## src/rtl/wdog_pkg.sv

```systemverilog
package wdog_pkg;
  // control bits as held inside the block; bit order follows the write data
  typedef struct packed {
    logic rst_sel;   // bit 2: 1 = reset on overflow, 0 = NMI
    logic wd_mode;   // bit 1: 1 = watchdog mode, 0 = interval mode
    logic run_en;    // bit 0: timer enable
  } wdog_ctrl_t;

  localparam int unsigned CTRL_W = 3;
endpackage

```

## src/rtl/wdog_counter.sv

```systemverilog
module wdog_counter
  import wdog_pkg::*;
#(
  parameter int unsigned CNT_W = 8
) (
  input  logic             clk,
  input  logic             clr,       // pin reset, synchronous
  input  logic             fire,      // watchdog reset starts this cycle
  input  logic             hold,      // watchdog reset sequence active
  input  logic             wr_en,
  input  logic             wr_sel,
  input  logic [CNT_W-1:0] wr_data,
  input  logic             tick,
  output logic             ovf_evt,
  output wdog_ctrl_t       ctrl_o
);
  localparam logic [CNT_W-1:0] TOP = '1;

  logic [CNT_W-1:0] cnt_q;
  wdog_ctrl_t       ctrl_q;
  logic             running;
  logic             cnt_wr;
  logic             ctl_wr;

  assign running = ctrl_q.run_en & ctrl_q.wd_mode;
  assign cnt_wr  = wr_en & ~wr_sel & ~hold;
  assign ctl_wr  = wr_en &  wr_sel & ~hold;
  assign ovf_evt = running & tick & ~cnt_wr & (cnt_q == TOP);
  assign ctrl_o  = ctrl_q;

  always_ff @(posedge clk) begin
    if (clr) begin
      cnt_q  <= '0;
      ctrl_q <= '0;
    end else if (fire) begin
      cnt_q  <= '0;
      ctrl_q <= '0;
    end else if (!hold) begin
      if (cnt_wr)
        cnt_q <= wr_data;
      else if (running && tick)
        cnt_q <= cnt_q + 1'b1;
      if (ctl_wr)
        ctrl_q <= wdog_ctrl_t'(wr_data[CTRL_W-1:0]);
    end
  end

  // a running sequence keeps the counter and control cleared
  assert_hold_clear_R10: assert property (@(posedge clk) disable iff (clr)
    hold |=> (cnt_q == '0 && ctrl_q == '0));

  // no write and no qualified tick leaves the count unchanged
  assert_no_count_R8: assert property (@(posedge clk) disable iff (clr)
    (!fire && !cnt_wr && !(running && tick)) |=> $stable(cnt_q));
endmodule

```

## src/rtl/wdog_pulse_timer.sv

```systemverilog
module wdog_pulse_timer #(
  parameter int unsigned LEN = 518,
  parameter int unsigned CW  = $clog2(LEN + 1)
) (
  input  logic clk,
  input  logic clr,
  input  logic start,
  output logic active,
  output logic last
);
  logic [CW-1:0] left_q;

  always_ff @(posedge clk) begin
    if (clr)
      left_q <= '0;
    else if (start)
      left_q <= CW'(LEN);
    else if (left_q != '0)
      left_q <= left_q - 1'b1;
  end

  assign active = (left_q != '0);
  assign last   = (left_q == CW'(1));

  // a start arms the pulse at the next edge
  assert_pulse_arm_R1: assert property (@(posedge clk) disable iff (clr)
    start |=> active);

  // the pulse stops one edge after its final cycle unless restarted
  assert_pulse_stop_R2: assert property (@(posedge clk) disable iff (clr)
    (last && !start) |=> !active);
endmodule

```

## src/rtl/wdog_guard.sv

```systemverilog
module wdog_guard
  import wdog_pkg::*;
#(
  parameter int unsigned CNT_W      = 8,
  parameter int unsigned RST_CYCLES = 518,
  parameter int unsigned EXT_CYCLES = 132
) (
  input  logic             clk,
  input  logic             pin_rst_n,
  input  logic             wr_en,
  input  logic             wr_sel,
  input  logic [CNT_W-1:0] wr_data,
  input  logic             cnt_tick,
  output logic             core_rst,
  output logic             ext_rst_n_o,
  output logic             nmi_req,
  output logic             ovf_flag,
  output logic             pin_src_flag
);
  localparam int unsigned NUM_PULSE = 2;
  localparam int unsigned MAX_LEN   = (RST_CYCLES > EXT_CYCLES) ? RST_CYCLES : EXT_CYCLES;
  localparam int unsigned TW        = $clog2(MAX_LEN + 1);
  localparam int unsigned PULSE_LEN [NUM_PULSE] = '{RST_CYCLES, EXT_CYCLES};

  logic       clr;
  logic       ovf_evt;
  logic       wd_start;
  wdog_ctrl_t ctrl;
  logic [NUM_PULSE-1:0] p_act;
  logic [NUM_PULSE-1:0] p_last;

  assign clr      = ~pin_rst_n;
  // the pin has priority: an overflow seen while the pin is low starts nothing
  assign wd_start = ovf_evt & pin_rst_n & ctrl.rst_sel;

  wdog_counter #(.CNT_W(CNT_W)) u_count (
    .clk     (clk),
    .clr     (clr),
    .fire    (wd_start),
    .hold    (core_rst),
    .wr_en   (wr_en),
    .wr_sel  (wr_sel),
    .wr_data (wr_data),
    .tick    (cnt_tick),
    .ovf_evt (ovf_evt),
    .ctrl_o  (ctrl)
  );

  // index 0 times the internal reset, index 1 the external pin pulse
  for (genvar g = 0; g < NUM_PULSE; g++) begin : g_pulse
    wdog_pulse_timer #(.LEN(PULSE_LEN[g]), .CW(TW)) u_timer (
      .clk    (clk),
      .clr    (clr),
      .start  (wd_start),
      .active (p_act[g]),
      .last   (p_last[g])
    );
  end

  assign core_rst    = p_act[0];
  assign ext_rst_n_o = ~p_act[1];

  always_ff @(posedge clk) begin
    if (clr) begin
      nmi_req      <= 1'b0;
      ovf_flag     <= 1'b0;
      pin_src_flag <= 1'b1;
    end else begin
      nmi_req <= ovf_evt & ~ctrl.rst_sel;
      if (ovf_evt)
        ovf_flag <= 1'b1;
      else if (p_last[0])
        ovf_flag <= 1'b0;
      if (wd_start)
        pin_src_flag <= 1'b0;
    end
  end

  // the external pulse lies inside the internal reset window
  assert_ext_inside_R2: assert property (@(posedge clk) disable iff (clr)
    !ext_rst_n_o |-> core_rst);

  // the external pin is released after its last cycle
  assert_ext_release_R2: assert property (@(posedge clk) disable iff (clr)
    (p_last[1] && !wd_start) |=> ext_rst_n_o);

  // an NMI never comes with a reset pulse
  assert_nmi_quiet_R3: assert property (@(posedge clk) disable iff (clr)
    nmi_req |-> (ext_rst_n_o && !core_rst));

  // the NMI request lasts one cycle
  assert_nmi_single_R4: assert property (@(posedge clk) disable iff (clr)
    nmi_req |=> !nmi_req);

  // an overflow sets the flag
  assert_ovf_set_R5: assert property (@(posedge clk) disable iff (clr)
    ovf_evt |=> ovf_flag);

  // a watchdog reset marks the source as the watchdog
  assert_src_wdog_R6: assert property (@(posedge clk) disable iff (clr)
    wd_start |=> !pin_src_flag);

  // a low pin leaves the source flag set and no reset running
  assert_pin_wins_R7: assert property (@(posedge clk)
    !pin_rst_n |=> (pin_src_flag && !core_rst && ext_rst_n_o && !nmi_req));
endmodule

```

## config.mk

```make
export PLATFORM = sky130hd
export DESIGN_NAME = wdog_guard
export DESIGN_NICKNAME = d
export VERILOG_FILES = /design/src/rtl/wdog_pkg.sv /design/src/rtl/wdog_counter.sv /design/src/rtl/wdog_pulse_timer.sv /design/src/rtl/wdog_guard.sv
export SDC_FILE = /design/constraint.sdc
export NUM_CORES = 1
export LEC_CHECK = 0
export ABC_AREA = 1
export BUFFER_PORTS_ARGS = -buffer_cell sky130_fd_sc_hd__buf_2
export CORE_MARGIN = 10
export CORE_UTILIZATION = 40
export DETAILED_ROUTE_END_ITERATION = 8
export GPL_TIMING_DRIVEN = 0
export PLACE_DENSITY = 0.6
export RECOVER_POWER = 25
export SLEW_MARGIN = 40
export SYNTH_ARGS = -nofsm -noshare
export SYNTH_HDL_FRONTEND = slang
export SYNTH_HIERARCHICAL = 1
export SYNTH_SLANG_ARGS = --single-unit
```

## constraint.sdc

```tcl
create_clock -name clk -period 2.55 [get_ports clk]
set_clock_uncertainty 0.1 [all_clocks]
set_input_delay 0.1275 -clock clk [delete_from_list [all_inputs] [get_ports clk]]
set_output_delay 0.1275 -clock clk [all_outputs]
set_load 0.1 [all_outputs]
```

==> impl_summary.txt <==
----------------------------------------------------
[Placement]
  Half-perimeter wire length after detailed placement ... 3060 um
  Placer Congestion ... 0.806
  Count of input and output buffers ... 17

[Clocking]
  Skew-Pair Late Insertion Delay ... 290 ps
  Depth of the CTS H-tree ... 2
  Clock buffers created by TritonCTS ... 5
  Clk sinks ... 34
  TritonCTS clock tree ... yes
  CTS clock-pin slew for the worst setup and hold paths ... 70 ps
  Master cell of the clock root buffer ... sky130_fd_sc_hd__clkbuf_8
  Buffer levels on the longest clock path ... 2

[Critical path]
  CP Buf/Inv Count ... 6
  Largest fanout on the critical path ... 12
  R2R Path End ... u_count/cnt_q[6]$_SDFFE_PP0P_
  Ordered list of cells on the worst path ... inv_2 > ha_1 > nand2_1 > inv_2 > nand2_8 > inv_2 > nand3_4 > nand2_1 > inv_2 > nand3_2 > nor3_4 > nand3_2 > clkinv_4 > nor2_4 > inv_4 > nor2_1 > o21ai_1 > nor2_1
  Crit-path slowest cell ... sky130_fd_sc_hd__dfxtp_2
  Cells on worst reg2reg path ... 18
  Worst path most repeated cell ... sky130_fd_sc_hd__inv_2
  Register-to-Register Setup Slack ... 250 ps
  Startpoint of the worst setup timing path ... g_pulse[0].u_timer/left_q[1]$_SDFFE_PP0P_
  Maximum single-stage delay on the critical path ... 360 ps
  Critical Path End Type ... register
  Reg2Reg Launch Point ... g_pulse[0].u_timer/left_q[1]$_SDFFE_PP0P_
  Signal arrival time at the worst endpoint ... 2390 ps
  Element type at the critical path start ... register
  Cell family contributing the most delay on the critical path ... simple AND/OR/NAND/NOR gates
  Endpoint of the worst setup timing path ... u_count/cnt_q[6]$_SDFFE_PP0P_
  Type of the setup path with the least slack ... reg -> reg
  Required time worst endpoint ... 2640 ps
  Number of gates on the worst path with buffers counted ... 18

[Drt]
  First-pass DRT Iterations ... 4
  Sum of routed wire length over all layers ... 4070 um
  Remaining design rule violation count ... 0
  Via count ... 1,697
  Mean routed wirelength per cell ... 10.9 um
  Post-DRT Antenna Nets ... 0
  Via count normalized by instance count ... 4.56
  DRT iter0 DRCs ... 71

[GRT]
  Via count of the first global-routing pass ... 1,564
  Grt ovf ... 0
  Largest net degree at the start of global routing ... 13
  Initial antenna violation count ... 0
  Global-route wire length before repair ... 7040 um
  Total global routing track utilization ... 10.1%

[Timing]
  Post-route clock period utilization ... 90.1%
  Worst-case hold slack ... 16.0 ps
  Final number of max-transition violations ... 0
  Max Freq ... 0.435 GHz
  Normalized max-slew margin ... 21.2%
  Number of endpoints with negative hold slack in the final report ... 0
  Final worst path period need ... 2300 ps
  Unrepaired setup endpoints after global routing ... false
  Tightest Pin Transition ... 1190 ps
  Number of failing setup endpoints in the final timing report ... 0

[Power]
  Cell leakage power ... 1.04 nW
  Pwr Total ... 2.77 mW
  Power density relative to cell area ... 1210 nW/um2
  Highest ir drop seen on vdd ... 0.555 mV

[Die]
  Initial Utilization ... 41.7%
  Floorplan Core Area ... 4750 um2
  Die Y-Extent ... 90.4 um
  Number of standard-cell rows in the floorplan ... 25
  Count of pins on the block boundary ... 18
  DIE WIDTH ... 90.4 um
  Total Die Area ... 8170 um2

[Logic synthesis]
  Combined area of all synthesized cells ... 1980 um2
  Mapped Nets ... 295
  Count of synthesis-stage warnings from yosys ... 6
  Avg Inst Size Synth ... 7.16 um2
  Cells after synthesis ... 277

[Final layout]
  Layout cell share with drive strength beyond 1 ... 26.6%
  Final #Nets ... 322
  Area growth, synth to finish ... 15.8%
  Antenna cells ... 0
  Fill cells ... 501

[Run]
  Reported max-cap violation count ... 0

[Hold path]
  Worst hold path type ... in -> reg

[Outcome]
  Result of the run ... finished clean

----------------------------------------------------
cell usage in the layout (no fill, tap or decap), types with 5 or more instances in the layout:
cell / count
sky130_fd_sc_hd__ha_1: 5
sky130_fd_sc_hd__clkbuf_8: 6
sky130_fd_sc_hd__nand2_1: 49
sky130_fd_sc_hd__inv_1: 27
sky130_fd_sc_hd__dfxtp_1: 32
sky130_fd_sc_hd__inv_2: 10
sky130_fd_sc_hd__nor2_4: 7
sky130_fd_sc_hd__nand2_2: 5
sky130_fd_sc_hd__nor2_1: 40
sky130_fd_sc_hd__nor2_2: 9
sky130_fd_sc_hd__nand3_1: 21
sky130_fd_sc_hd__xor2_1: 5
sky130_fd_sc_hd__a21oi_1: 15
sky130_fd_sc_hd__buf_2: 12
sky130_fd_sc_hd__o21ai_0: 8
through the flow:
step	area (um2)	setup TNS (ps)	setup WS (ps)	instances	util [%]
floorplan	1980	0	121	277	-
global placement	2150	-3460	-269	361	45.3
detailed placement	2150	-2850	-242	361	45.3
CTS	2250	0	21.9	369	47.3
global route	2300	0	58.7	372	48.3
finish	2300	0	253	372	48.3
worst min path at each step:
stage / startpoint / end / slack (ps) / cells past startpoint
after floorplan: pin_rst_n / ovf_flag$_SDFFE_PN0P_ / 160 / 2
after global placement: wr_data[2] / u_count/cnt_q[2]$_SDFFE_PP0P_ / 320 / 3
after CTS: wr_data[2] / u_count/cnt_q[2]$_SDFFE_PP0P_ / 6 / 3
after detailed placement: wr_data[2] / u_count/ctrl_o[2]$_SDFFE_PP0P_ / 320 / 3
after global routing: wr_data[2] / u_count/cnt_q[2]$_SDFFE_PP0P_ / 30 / 3
final: wr_data[2] / u_count/cnt_q[2]$_SDFFE_PP0P_ / 20 / 3
power breakdown:
part,total (mW),internal [mW],switching (mW)
sequential,0.823,0.690,0.133
combinational,1.53,0.530,1.00
clock,0.415,0.218,0.197
per-layer routing:
layer / part of all wire, % / global-route usage, % / up-vias / routed length [um]
li1: - / - / 930 / -
met2: 45 / 15.8 / 26 / 1830
met5: 0 / 0 / - / 0
met3: 4.6 / 3.49 / 6 / 186
met4: 1.5 / 4.24 / 0 / 62
met1: 49 / 12.3 / 735 / 1990
worst register-to-register path, stage by stage (launching register included):
cell and delay, ps:
sky130_fd_sc_hd__dfxtp_2 360, sky130_fd_sc_hd__inv_2 60, sky130_fd_sc_hd__ha_1 180, sky130_fd_sc_hd__nand2_1 100
sky130_fd_sc_hd__inv_2 70, sky130_fd_sc_hd__nand2_8 120, sky130_fd_sc_hd__inv_2 80, sky130_fd_sc_hd__nand3_4 90
sky130_fd_sc_hd__nand2_1 70, sky130_fd_sc_hd__inv_2 60, sky130_fd_sc_hd__nand3_2 90, sky130_fd_sc_hd__nor3_4 240
sky130_fd_sc_hd__nand3_2 140, sky130_fd_sc_hd__clkinv_4 110, sky130_fd_sc_hd__nor2_4 70, sky130_fd_sc_hd__inv_4 100
sky130_fd_sc_hd__nor2_1 50, sky130_fd_sc_hd__o21ai_1 70, sky130_fd_sc_hd__nor2_1 50
registers in the layout, summed over array words and instances, names as in the netlist:
| signal | count |
|---|---|
| g_pulse.u_timer/left_q | 20 |
| u_count/cnt_q | 8 |
| u_count/ctrl_o | 3 |
| nmi_req | 1 |
| ovf_flag | 1 |
| pin_src_flag | 1 |
timing repair:
item / in CTS / in global routing
gates resized for setup: 4 / 11
buffers inserted: 0 / 3
pin swaps: 0 / 4
hold buffers: 0 / 0
endpoints found under the setup margin: 26 / 29
cell type report:
class                      count  area, um2  area share [%]
buffer                         1       11.3           0.490
clock buffer                   7       86.3            3.76
clock inverter                 1       5.00           0.218
inverter                      42        174            7.57
multi-input combinational    200       1150            50.0
sequential                    34        683            29.8
tap                           67       83.8            3.65
timing repair buffer          20        104            4.52
Power figures use the tool's default switching activity.
